$ cat src/rtl/afd_pkg.sv
package afd_pkg;
  localparam int unsigned WORD_W      = 32;
  localparam int unsigned PHYS_DEPTH  = 32;
  localparam int unsigned SMALL_DEPTH = 4;
  localparam int unsigned FRAME_W     = 6;
  localparam int unsigned NARROW_MAX  = 8;
  localparam int unsigned MID_MAX     = 16;
endpackage

$ cat src/rtl/afd_depth_sel.sv
module afd_depth_sel #(
  parameter int unsigned FRAME_W     = 6,
  parameter int unsigned LVL_W       = 6,
  parameter int unsigned PHYS_DEPTH  = 32,
  parameter int unsigned SMALL_DEPTH = 4,
  parameter int unsigned NARROW_MAX  = 8,
  parameter int unsigned MID_MAX     = 16
) (
  input  logic               clk_i,
  input  logic               rst_ni,
  input  logic               big_mode_i,
  input  logic [FRAME_W-1:0] frame_len_i,
  output logic [LVL_W-1:0]   depth_o
);
  localparam logic [LVL_W-1:0] D_SMALL  = LVL_W'(SMALL_DEPTH);
  localparam logic [LVL_W-1:0] D_NARROW = LVL_W'(PHYS_DEPTH);
  localparam logic [LVL_W-1:0] D_MID    = LVL_W'(PHYS_DEPTH / 2);
  localparam logic [LVL_W-1:0] D_WIDE   = LVL_W'(PHYS_DEPTH / 4);

  logic [LVL_W-1:0] depth_d, depth_q;

  always_comb begin
    if (!big_mode_i)                              depth_d = D_SMALL;
    else if (frame_len_i <= FRAME_W'(NARROW_MAX)) depth_d = D_NARROW;
    else if (frame_len_i <= FRAME_W'(MID_MAX))    depth_d = D_MID;
    else                                          depth_d = D_WIDE;
  end

  // registered so a config change applies one edge later
  always_ff @(posedge clk_i or negedge rst_ni) begin
    if (!rst_ni) depth_q <= D_SMALL;
    else         depth_q <= depth_d;
  end

  assign depth_o = depth_q;
endmodule

$ cat src/rtl/afd_store.sv
module afd_store #(
  parameter int unsigned WORD_W     = 32,
  parameter int unsigned PHYS_DEPTH = 32,
  parameter int unsigned PTR_W      = 5
) (
  input  logic              clk_i,
  input  logic              rst_ni,
  input  logic              flush_i,
  input  logic              wr_en_i,
  input  logic [WORD_W-1:0] wr_data_i,
  input  logic              rd_en_i,
  output logic [WORD_W-1:0] rd_data_o
);
  logic [WORD_W-1:0] mem_q [PHYS_DEPTH];
  logic [PTR_W-1:0]  wr_ptr_q, rd_ptr_q;

  // power-of-two storage: pointers wrap naturally, independent of usable depth
  always_ff @(posedge clk_i or negedge rst_ni) begin
    if (!rst_ni) begin
      wr_ptr_q <= '0;
      rd_ptr_q <= '0;
    end else if (flush_i) begin
      wr_ptr_q <= '0;
      rd_ptr_q <= '0;
    end else begin
      if (wr_en_i) wr_ptr_q <= wr_ptr_q + 1'b1;
      if (rd_en_i) rd_ptr_q <= rd_ptr_q + 1'b1;
    end
  end

  always_ff @(posedge clk_i) begin
    if (wr_en_i) mem_q[wr_ptr_q] <= wr_data_i;
  end

  assign rd_data_o = mem_q[rd_ptr_q];
endmodule

$ cat src/rtl/afd_flags.sv
module afd_flags #(
  parameter int unsigned LVL_W = 6
) (
  input  logic [LVL_W-1:0] level_i,
  input  logic [LVL_W-1:0] depth_i,
  output logic             empty_o,
  output logic             almost_empty_o,
  output logic             almost_full_o,
  output logic             full_o,
  output logic             can_push_o
);
  logic [LVL_W-1:0] depth_m1;

  assign depth_m1       = depth_i - 1'b1;
  assign empty_o        = (level_i == '0);
  assign almost_empty_o = (level_i == LVL_W'(1));
  assign almost_full_o  = (level_i == depth_m1);
  // at-or-above: occupancy may exceed depth after a shrink
  assign full_o         = (level_i >= depth_i);
  assign can_push_o     = (level_i < depth_i);
endmodule

$ cat src/rtl/adaptive_depth_fifo.sv
module adaptive_depth_fifo
  import afd_pkg::*;
#(
  parameter int unsigned DATA_W  = WORD_W,
  parameter int unsigned DEPTH   = PHYS_DEPTH,
  parameter int unsigned SMALL_D = SMALL_DEPTH,
  parameter int unsigned FLEN_W  = FRAME_W,
  parameter int unsigned NAR_MAX = NARROW_MAX,
  parameter int unsigned MED_MAX = MID_MAX,
  localparam int unsigned LVL_W  = $clog2(DEPTH + 1),
  localparam int unsigned PTR_W  = $clog2(DEPTH)
) (
  input  logic              clk_i,
  input  logic              rst_ni,
  input  logic              flush_i,
  input  logic              big_mode_i,
  input  logic [FLEN_W-1:0] frame_len_i,
  input  logic              push_i,
  input  logic [DATA_W-1:0] push_data_i,
  input  logic              pop_i,
  output logic [DATA_W-1:0] pop_data_o,
  output logic [LVL_W-1:0]  level_o,
  output logic              empty_o,
  output logic              almost_empty_o,
  output logic              almost_full_o,
  output logic              full_o
);
  logic [LVL_W-1:0]  depth_q, level_q;
  logic [DATA_W-1:0] head, pop_data_q;
  logic              can_push, push_ok, pop_ok;

  afd_depth_sel #(
    .FRAME_W(FLEN_W), .LVL_W(LVL_W), .PHYS_DEPTH(DEPTH),
    .SMALL_DEPTH(SMALL_D), .NARROW_MAX(NAR_MAX), .MID_MAX(MED_MAX)
  ) u_depth (
    .clk_i(clk_i), .rst_ni(rst_ni), .big_mode_i(big_mode_i),
    .frame_len_i(frame_len_i), .depth_o(depth_q)
  );

  afd_flags #(.LVL_W(LVL_W)) u_flags (
    .level_i(level_q), .depth_i(depth_q), .empty_o(empty_o),
    .almost_empty_o(almost_empty_o), .almost_full_o(almost_full_o),
    .full_o(full_o), .can_push_o(can_push)
  );

  assign push_ok = push_i & can_push & ~flush_i;
  assign pop_ok  = pop_i & ~empty_o & ~flush_i;

  afd_store #(.WORD_W(DATA_W), .PHYS_DEPTH(DEPTH), .PTR_W(PTR_W)) u_store (
    .clk_i(clk_i), .rst_ni(rst_ni), .flush_i(flush_i),
    .wr_en_i(push_ok), .wr_data_i(push_data_i),
    .rd_en_i(pop_ok), .rd_data_o(head)
  );

  always_ff @(posedge clk_i or negedge rst_ni) begin
    if (!rst_ni) begin
      level_q <= '0;
    end else if (flush_i) begin
      level_q <= '0;
    end else begin
      case ({push_ok, pop_ok})
        2'b10:   level_q <= level_q + 1'b1;
        2'b01:   level_q <= level_q - 1'b1;
        default: level_q <= level_q;
      endcase
    end
  end

  always_ff @(posedge clk_i or negedge rst_ni) begin
    if (!rst_ni)                 pop_data_q <= '0;
    else if (pop_i && !flush_i)  pop_data_q <= pop_ok ? head : '0;
  end

  assign pop_data_o = pop_data_q;
  assign level_o    = level_q;
endmodule

$ cat config.mk
export PLATFORM = sky130hd
export DESIGN_NAME = adaptive_depth_fifo
export DESIGN_NICKNAME = d
export VERILOG_FILES = /design/src/rtl/afd_pkg.sv /design/src/rtl/afd_depth_sel.sv /design/src/rtl/afd_store.sv /design/src/rtl/afd_flags.sv /design/src/rtl/adaptive_depth_fifo.sv
export SDC_FILE = /design/constraint.sdc
export NUM_CORES = 1
export LEC_CHECK = 0
export BUFFER_PORTS_ARGS = -buffer_cell sky130_fd_sc_hd__buf_2
export CORE_ASPECT_RATIO = 1.2
export CORE_UTILIZATION = 62
export DETAILED_ROUTE_END_ITERATION = 8
export MAX_ROUTING_LAYER = met4
export PLACE_DENSITY_LB_ADDON = 0.05
export SLEW_MARGIN = 20
export SYNTH_ARGS = -nofsm -noshare
export SYNTH_HDL_FRONTEND = slang
export SYNTH_SLANG_ARGS = --single-unit
$ cat constraint.sdc
create_clock -name clk_i -period 3.9 [get_ports clk_i]
set_input_delay 0.195 -clock clk_i [delete_from_list [all_inputs] [get_ports clk_i]]
set_output_delay 0.195 -clock clk_i [all_outputs]
set_load 0.01 [all_outputs]
# After elaboration in Yosys (flattened, before gate mapping)

Memory sizes are Yosys's and may differ from the RTL's.
Index checks and enable logic that the tools add are counted.

Flip-flop bits (word level): 54
Memory bits (writable): 1024
Input bits: 44
Output and inout bits: 42
Memories: 1

Memories:

| name          | words | width | read ports | clocked after memory_dff | write ports | RTL line        | source |
|---|---|---|---|---|---|---|---|
| u_store.mem_q | 32    | 32    | 1          | 0                        | 1           | afd_store.sv:14 | `logic [WORD_W-1:0] mem_q [PHYS_DEPTH];` |

$add $sub $neg: 5
Magnitude comparators: 4
Eq/ne operators: 4
Multiplexer cells: 12
Bitwise gates (word level): 6
Reductions and logical operators: 6

Operators by type and width:

| kind                  | count |
|---|---|
| $mux W32              | 1 |
| $mux W5               | 5 |
| $mux W6               | 3 |
| $pmux W6 S2           | 1 |
| $sub A6 B1 Y6 const B | 2 |
| $add A5 B1 Y5 const B | 2 |
| $add A6 B1 Y6 const B | 1 |
| $eq A6 B1 Y1 const B  | 1 |
| $eq A6 B6 Y1          | 1 |
| $ge A6 B6 Y1          | 1 |
| $le A6 B4 Y1 const B  | 1 |
| $le A6 B5 Y1 const B  | 1 |
| $logic_not A6 Y1      | 1 |
| $lt A6 B6 Y1          | 1 |
| $and A1 B1 Y1         | 4 |
| $reduce_bool A2 Y1    | 2 |
| $reduce_bool A3 Y1    | 1 |
| $eq A2 B1 Y1 const B  | 1 |
| $eq A2 B2 Y1 const B  | 1 |
| $mux W1               | 2 |
| $not A1 Y1            | 2 |
| $logic_and A1 B1 Y1   | 1 |
| $logic_not A1 Y1      | 1 |

# Longest topological paths before layout

Gate-level depths: netlist of run 1.

Depth after elaboration: 7
Mapped depth: 10
Mapped depth without buffers: 7

# Hierarchy

A second synthesis of run 1 with hierarchy kept.

Cell total of the unflattened synthesis: 2026
Area total of the unflattened synthesis: 41639.9 sq um

Modules (own cells, without submodules):

| module              | times used | cells an instance | area each (sq um) | seq. area each (sq um) |
|---|---|---|---|---|
| afd_store           | 1          | 1774              | 39322.7           | 30999.7 |
| adaptive_depth_fifo | 1          | 194               | 1821.7            | 950.9 |
| afd_flags           | 1          | 41                | 290.3             | 0.0 |
| afd_depth_sel       | 1          | 17                | 205.2             | 101.3 |

# Worst setup path after synthesis of run 1

OpenSTA, ideal clock, no wires.

Kind: register to register
From: reg level_q[3], in the netlist level_o[3]
To: mem u_store.mem_q[30][0] (enable)
Setup time: 421 ps
Data arrival time: 3168 ps
Data required time: 3479 ps
Setup slack: 311 ps
Stages on the path, launching flop included: 7
Buffers on the path: 0
Path through: dfrtp_1 > ha_1 > nor2b_1 > o31a_1 > nor3_1 > nand2_1 > nor2_1

Cells in the longest elaborated chain, start to end: 5

RTL lines:

| element                       | RTL line                  | source |
|---|---|---|
| start: declaration            | adaptive_depth_fifo.sv:28 | `logic [LVL_W-1:0] depth_q, level_q;` |
| start signal: assignment      | adaptive_depth_fifo.sv:62 | `2'b10: level_q <= level_q + 1'b1;` |
| start signal: assignment      | adaptive_depth_fifo.sv:63 | `2'b01: level_q <= level_q - 1'b1;` |
| start signal: assignment      | adaptive_depth_fifo.sv:64 | `default: level_q <= level_q;` |
| $lt A6 B6 Y1                  | afd_flags.sv:20           | `assign can_push_o = (level_i < depth_i);` |
| $and A1 B1 Y1 (2 in a row)    | adaptive_depth_fifo.sv:46 | `assign push_ok = push_i & can_push & ~flush_i;` |
| $mux W1                       | afd_store.sv:32           | `if (wr_en_i) mem_q[wr_ptr_q] <= wr_data_i;` |
| $mux W1 (implied by the code) | afd_store.sv:32           |  |
| end: declaration              | afd_store.sv:14           |  |

Every way passes these cells.

# Final worst setup path of run 1

From: reg level_q[3], in the netlist level_o[3]
To: mem u_store.mem_q[29][18] (enable)

The elaborated chain is that of the path after synthesis.

==> metrics.txt, run 1 <==
run status=complete, no violations; Slew @ Worst Pin=0.951 ns; Buffers & Inverters on Critical Path=2; Setup WS pre-CTS=0.732 ns; Final #Nets=2216; Reg clk slew, reported paths=0.06 ns; Area Overhead vs Synth=12.9%; Synth Area in Simple Gates=0.0214; post-synth top area share=0.739; f_max=310 MHz; Root Buffer=clkbuf_16; GRT Total Usage=0.305; cell row count=103; post-synthesis mux area share=0.145; Pwr Total=26.6 mW; # port buffers=85; async set-reset flop share out of synthesis=0.0483; CTS tree=built; Post-Syn Area=41600 um^2; Area after DPL=43700 um^2; Synth Area in Adders=0.00391; reg2reg path depth=8; Final Hold Violating Endpoints=0; gr ovfl total=0; Max Slew Vio Count=0; die boundary height=286 um; H-tree Lvls=3; CP Launch Type=register; first-pass GRT wire length=142000 um; sequential fraction of the synthesis area=0.770; Initial Util=0.629; Tcrit/Tclk final=0.826; initial antenna violation count=3; setup_tns=0 ns; CORE AREA=66100 um^2; Final Setup Violations=0; # DRC=0; R2R Path Start=level_o[3]$_DFFE_PN0P_; Worst Path Arrival=3.56 ns; largest net degree at the start of global routing=130; # resized after CTS=0; Max transition margin=0.361; max-cap viol count=0; routed len/inst=31.3 um; die area=68200 um^2; Die W=239 um; Fin Hold WS=0.110 ns; Post-Route WL=97900 um; RD Place Congestion=0.882; Setup CP Type=register to register; CP required=4.24 ns; post-route ant nets=0; Hold/Removal Path Class=primary input to asynchronous set/reset pin; hpwl dp=58900 um; synth unique cells=54; power density cells=567 nW/um^2; worst clock skew=0.0193 ns; slowest CP cell=nor2_4; DR iter-0 viols=2245; EDFF count, synth=1024; First-pass DRT Iterations=5; crit-path max cell delay=0.53 ns; net count of the mapped netlist=2048; worst vdd ir=0.443 mV; later-pin clock latency in the skew report=0.66 ns; Synth Flop Type=edfxtp_1; fin crit period=3.22 ns; layout cell share with drive strength beyond 1=0.266; Worst setup EP type=register; fin worst setup slack=0.678 ns; synthesis-stage register bit count=1076; cell area after layout=47000 um^2; dominant cell type by area after synthesis=edfxtp_1; worst r2r dst=u_store.mem_q[29][18]$_DFFE_PP_; P_leak=14.6 nW; cell family with most CP delay=simple AND/OR/NAND/NOR gates; Avg Cell Area, Syn=20.9 um^2; Gate Count Post-Synth=1991; vias=20.8k; CP cell instances=ha_1, nor2b_1, o31a_1, nor3_1, nand2_1, buf_4, nor2_4, buf_4; post-synthesis xor/xnor area fraction=0.00316; most used cell, CP=buf_4; yosys synthesis warning count=0; # IOs=86; RSZ-0062 raised after global routing=no; number of global-route vias before repair=21.1k; Synth Area in Compound Gates=0.0413; CTS Buf Count=99; most area-consuming cells after synthesis=edfxtp_1, mux4_2, dfrtp_1, mux2i_1, a21oi_1; clock buffer depth=3; largest family of logic cells by synthesized area=multiplexers; crit path max fanout=19; r2r setup slk=0.68 ns; Clock Sinks=1076; Vias/cell=6.64
==> how the worst max path moves through the flow <==
stage	cells past startpoint	slack [ns]	endpoint	from
after detailed placement	8	0.73	u_store.mem_q[29][18]$_DFFE_PP_	level_o[3]$_DFFE_PN0P_
final	8	0.68	u_store.mem_q[29][18]$_DFFE_PP_	level_o[3]$_DFFE_PN0P_
after global routing	8	0.44	u_store.mem_q[29][22]$_DFFE_PP_	level_o[3]$_DFFE_PN0P_
after CTS	8	0.70	u_store.mem_q[29][18]$_DFFE_PP_	level_o[3]$_DFFE_PN0P_
after floorplan	6	0.31	u_store.mem_q[30][0]$_DFFE_PP_	level_o[3]$_DFFE_PN0P_
after global placement	8	0.71	u_store.mem_q[29][18]$_DFFE_PP_	level_o[3]$_DFFE_PN0P_
==> cells by family after synthesis <==
| logic type | count (synthesis) |
|---|---|
| buf+inv | 129 |
| simple gates | 185 |
| xor+xnor | 15 |
| compound gates | 251 |
| mux | 322 |
| fa+ha+maj | 13 |
| flops | 1076 |
==> sequential cells by signal (all words and copies together) (netlist names) <==
| register | count |
|---|---|
| level_o | 6 |
| pop_data_o | 32 |
| u_depth.depth_o | 4 |
| u_store.mem_q | 1024 |
| u_store.rd_ptr_q | 5 |
| u_store.wr_ptr_q | 5 |
==> final cells by class <==
| class | instances | area (um^2) |
|---|---|---|
| Sequential cell | 1076 | 32100 |
| Fill cell | 3968 | 19100 |
| Multi-Input combinational cell | 786 | 9220 |
| Clock buffer | 121 | 2610 |
| Timing Repair Buffer | 183 | 1390 |
| Tap cell | 892 | 1120 |
| Clock inverter | 58 | 532 |
| Inverter | 13 | 48.8 |
| Antenna cell | 2 | 5.00 |
==> stage by stage <==
step,instances,util
finish,3131,0.711
global route,3131,0.711
CTS,3129,0.710
detailed placement,2941,0.662
global placement,2941,0.662
floorplan,1991,-
==> timing repair <==
item	CTS	global route
buffers inserted	0	0
hold buffers	9	0
setup endpoints to repair	0	0
endpoints found under the hold margin	52	0
==> Yosys cell counts (all sizes together) (10+ instances only) <==
master / count
mux4: 225
nor2: 87
clkbuf: 62
dfrtp: 51
a32oi: 31
nor2b: 32
a211o: 30
ha: 13
o22ai: 34
nand2: 21
xnor2: 10
a221oi: 30
mux2i: 92
o21ai: 36
edfxtp: 1024
buf: 54
inv: 13
a21oi: 67
==> per-layer routing <==
metal,routed length (um),vias to the layer above,global-route usage
li1,-,8650,-
met1,39000,10988,0.423
met2,48400,1013,0.473
met3,7750,138,0.0516
met4,2690,0,0.0965
met5,0,-,-
==> report_power, final <==
part | switching, mW | total [mW] | internal (mW) | leakage [nW]
Combinational | 2.14 | 3.94 | 1.79 | 3.19
Sequential | 0.321 | 13.3 | 12.9 | 9.90
Clock | 4.10 | 9.46 | 5.35 | 1.56
==> layout by cell type (no fill, tap or decap), types with 10 or more instances in the layout <==
cell type	n
a211o_1	30
a21oi_1	67
a221oi_1	30
a32oi_1	31
buf_12	16
buf_2	84
buf_4	74
clkbuf_1	18
clkbuf_16	100
clkinv_1	20
clkinv_2	23
dfrtp_1	48
edfxtp_1	1024
ha_1	13
inv_1	13
mux2i_1	92
mux4_2	225
nand2_1	21
nor2_1	53
nor2_4	34
nor2b_1	32
o21ai_0	34
o22ai_1	34
xnor2_1	10
No activity file was read; power rests on OpenSTA's default activity.
==> run 2, diff against run 1 <==
--- a/config.mk
+++ b/config.mk
@@ -7,7 +7,7 @@
 export LEC_CHECK = 0
 export BUFFER_PORTS_ARGS = -buffer_cell sky130_fd_sc_hd__buf_2
 export CORE_ASPECT_RATIO = 1.2
-export CORE_UTILIZATION = 62
+export CORE_UTILIZATION = 56
 export DETAILED_ROUTE_END_ITERATION = 8
 export MAX_ROUTING_LAYER = met4
 export PLACE_DENSITY_LB_ADDON = 0.05
==> constraint.sdc (replaced) <==
create_clock -name clk_i -period 2.8 [get_ports clk_i]
set_input_delay 0.14 -clock clk_i [delete_from_list [all_inputs] [get_ports clk_i]]
set_output_delay 0.14 -clock clk_i [all_outputs]
set_load 0.01 [all_outputs]
==> run 2 against run 1 <==
Net effect: cell count increased by 3.3%; non-clock buffer count increased by 45; highest routed layer unchanged; sequential cell count unchanged; total power increased by 43%; die area increased by 11%; worst setup slack got worse by 0.59 ns; clock power increased by 46%; via count increased by 0.26%; largest cell class unchanged; first-iteration DRC count decreased by 22%.
==> metrics.txt, run 2 (synthesized netlist as in run 1, its figures left out) <==
Post-Route WL=103000 um; routed len/inst=31.9 um; commonest non-fill, non-tap cell in the layout=edfxtp_1; r2r setup slk=0.09 ns; post-CTS setup buffer count=0; worst clock skew=0.0275 ns; Most flops, register=u_store.mem_q; Max Slew Vio Count=0; Tcrit/Tclk final=0.967; CTS Buf Count=101; slowest CP cell=nor2_4; cell family with most CP delay=simple AND/OR/NAND/NOR gates; Setup CP Type=register to register; commonest cells after routing, fill and taps aside=edfxtp_1, mux4_2, clkbuf_16, mux2i_1, buf_2; post-layout util=0.656; P_leak=15.1 nW; layout cell share with drive strength beyond 1=0.283; max-cap viol count=0; run status=complete, no violations; Cell Int Power=28.7 mW; CTS tree=built; max FFs per register=1024; Area Overhead vs Synth=16.0%; # IOs=86; largest net degree at the start of global routing=80; Clock Sinks=1076; Max transition margin=0.319; post-route ant nets=0; number of global-route vias before repair=21.4k; Final #Nets=2263; First-pass DRT Iterations=5; CP cell instances=buf_12, nand2b_1, nor2_4, a221oi_1, a32oi_1, a21oi_1; later-pin clock latency in the skew report=0.66 ns; Worst Path Arrival=3.21 ns; switch share=0.245; clock power share=0.363; die boundary height=301 um; initial antenna violation count=1; gr ovfl total=0; P_sw=9.34 mW; DR iter-0 viols=1760; Hold/Removal Path Class=primary input to register; vias=20.8k; Seq pwr share=0.484; Area after DPL=44800 um^2; Buffers & Inverters on Critical Path=1; CP required=3.30 ns; crit-path max cell delay=0.79 ns; Reg clk slew, reported paths=0.06 ns; Die W=251 um; first-pass GRT wire length=150000 um; H-tree Lvls=3; # DRC=0; Slew @ Worst Pin=1.02 ns; fin crit period=2.71 ns; RSZ-0062 raised after global routing=no; cell area after layout=48300 um^2; power density cells=788 nW/um^2; hpwl dp=63400 um; f_max=369 MHz; RD Place Congestion=0.861; crit path max fanout=30; cell row count=109; # port buffers=85; Worst setup EP type=register; n_diodes=0; die area=75400 um^2; Pwr Total=38.1 mW; Vias/cell=6.44; clock buffer depth=3; Root Buffer=clkbuf_16; GRT Total Usage=0.290; CP Launch Type=register; Comb pwr share=0.153; Initial Util=0.565; CORE AREA=73600 um^2; Final Setup Violations=0; worst vdd ir=0.716 mV; setup_tns=0 ns; Fin Hold WS=0.0257 ns; Final Hold Violating Endpoints=0
## run 2: worst paths after layout
path	startpoint	end	cells past startpoint
min in group asynchronous	rst_ni	u_store.rd_ptr_q[0]$_DFFE_PN0P_	2
hold reg to reg	pop_data_o[25]$_DFFE_PN0P_	pop_data_o[25]$_DFFE_PN0P_	2
hold / removal	push_data_i[29]	u_store.mem_q[30][29]$_DFFE_PP_	1
max in group asynchronous	rst_ni	u_store.rd_ptr_q[2]$_DFFE_PN0P_	2
setup / recovery	u_store.rd_ptr_q[0]$_DFFE_PN0P_	pop_data_o[11]$_DFFE_PN0P_	6
setup reg to reg	u_store.rd_ptr_q[0]$_DFFE_PN0P_	pop_data_o[11]$_DFFE_PN0P_	6
## run 2: power groups by stage
stage	registers (mW)	logic (mW)	clock network (mW)
after floorplan	18.6	3.73	0
after global placement	18.7	5.84	0
after detailed placement	18.7	5.88	0
after CTS	18.4	5.91	14.0
after global routing	18.4	6.22	14.6
final	18.4	5.83	13.8
## run 2: metrics by stage
| stage | worst slack (ns) | cells |
|---|---|---|
| floorplan | -0.0402 | 1991 |
| global route | 0.0179 | 3235 |
| CTS | 0.0221 | 3235 |
| global placement | -0.00276 | 3036 |
| finish | 0.0918 | 3235 |
| detailed placement | 0.0225 | 3036 |
## run 2: layer usage
layer,track usage,wire length (um),vias to the layer above,part of all wire
met4,0.0966,3350,0,0.032
li1,-,-,8756,-
met2,0.488,54300,702,0.53
met3,0.0377,4970,129,0.048
met5,-,0,-,0
met1,0.368,40500,11257,0.39
## run 2: layout make-up
class	instances	area, um^2
flip-flops and latches	1076	32100
clock buffers	142	2820
repair buffers	228	2410
well taps	943	1180
clock inverters	47	515
inverters	13	48.8
fillers	4906	25400
multi-input cells	786	9240
## run 2: repair_timing
action                                  in CTS  in global routing
resized for setup                            1                  0
hold buffers                                10                  0
endpoints found under the hold margin       72                  0
endpoints found under the setup margin       1                  0
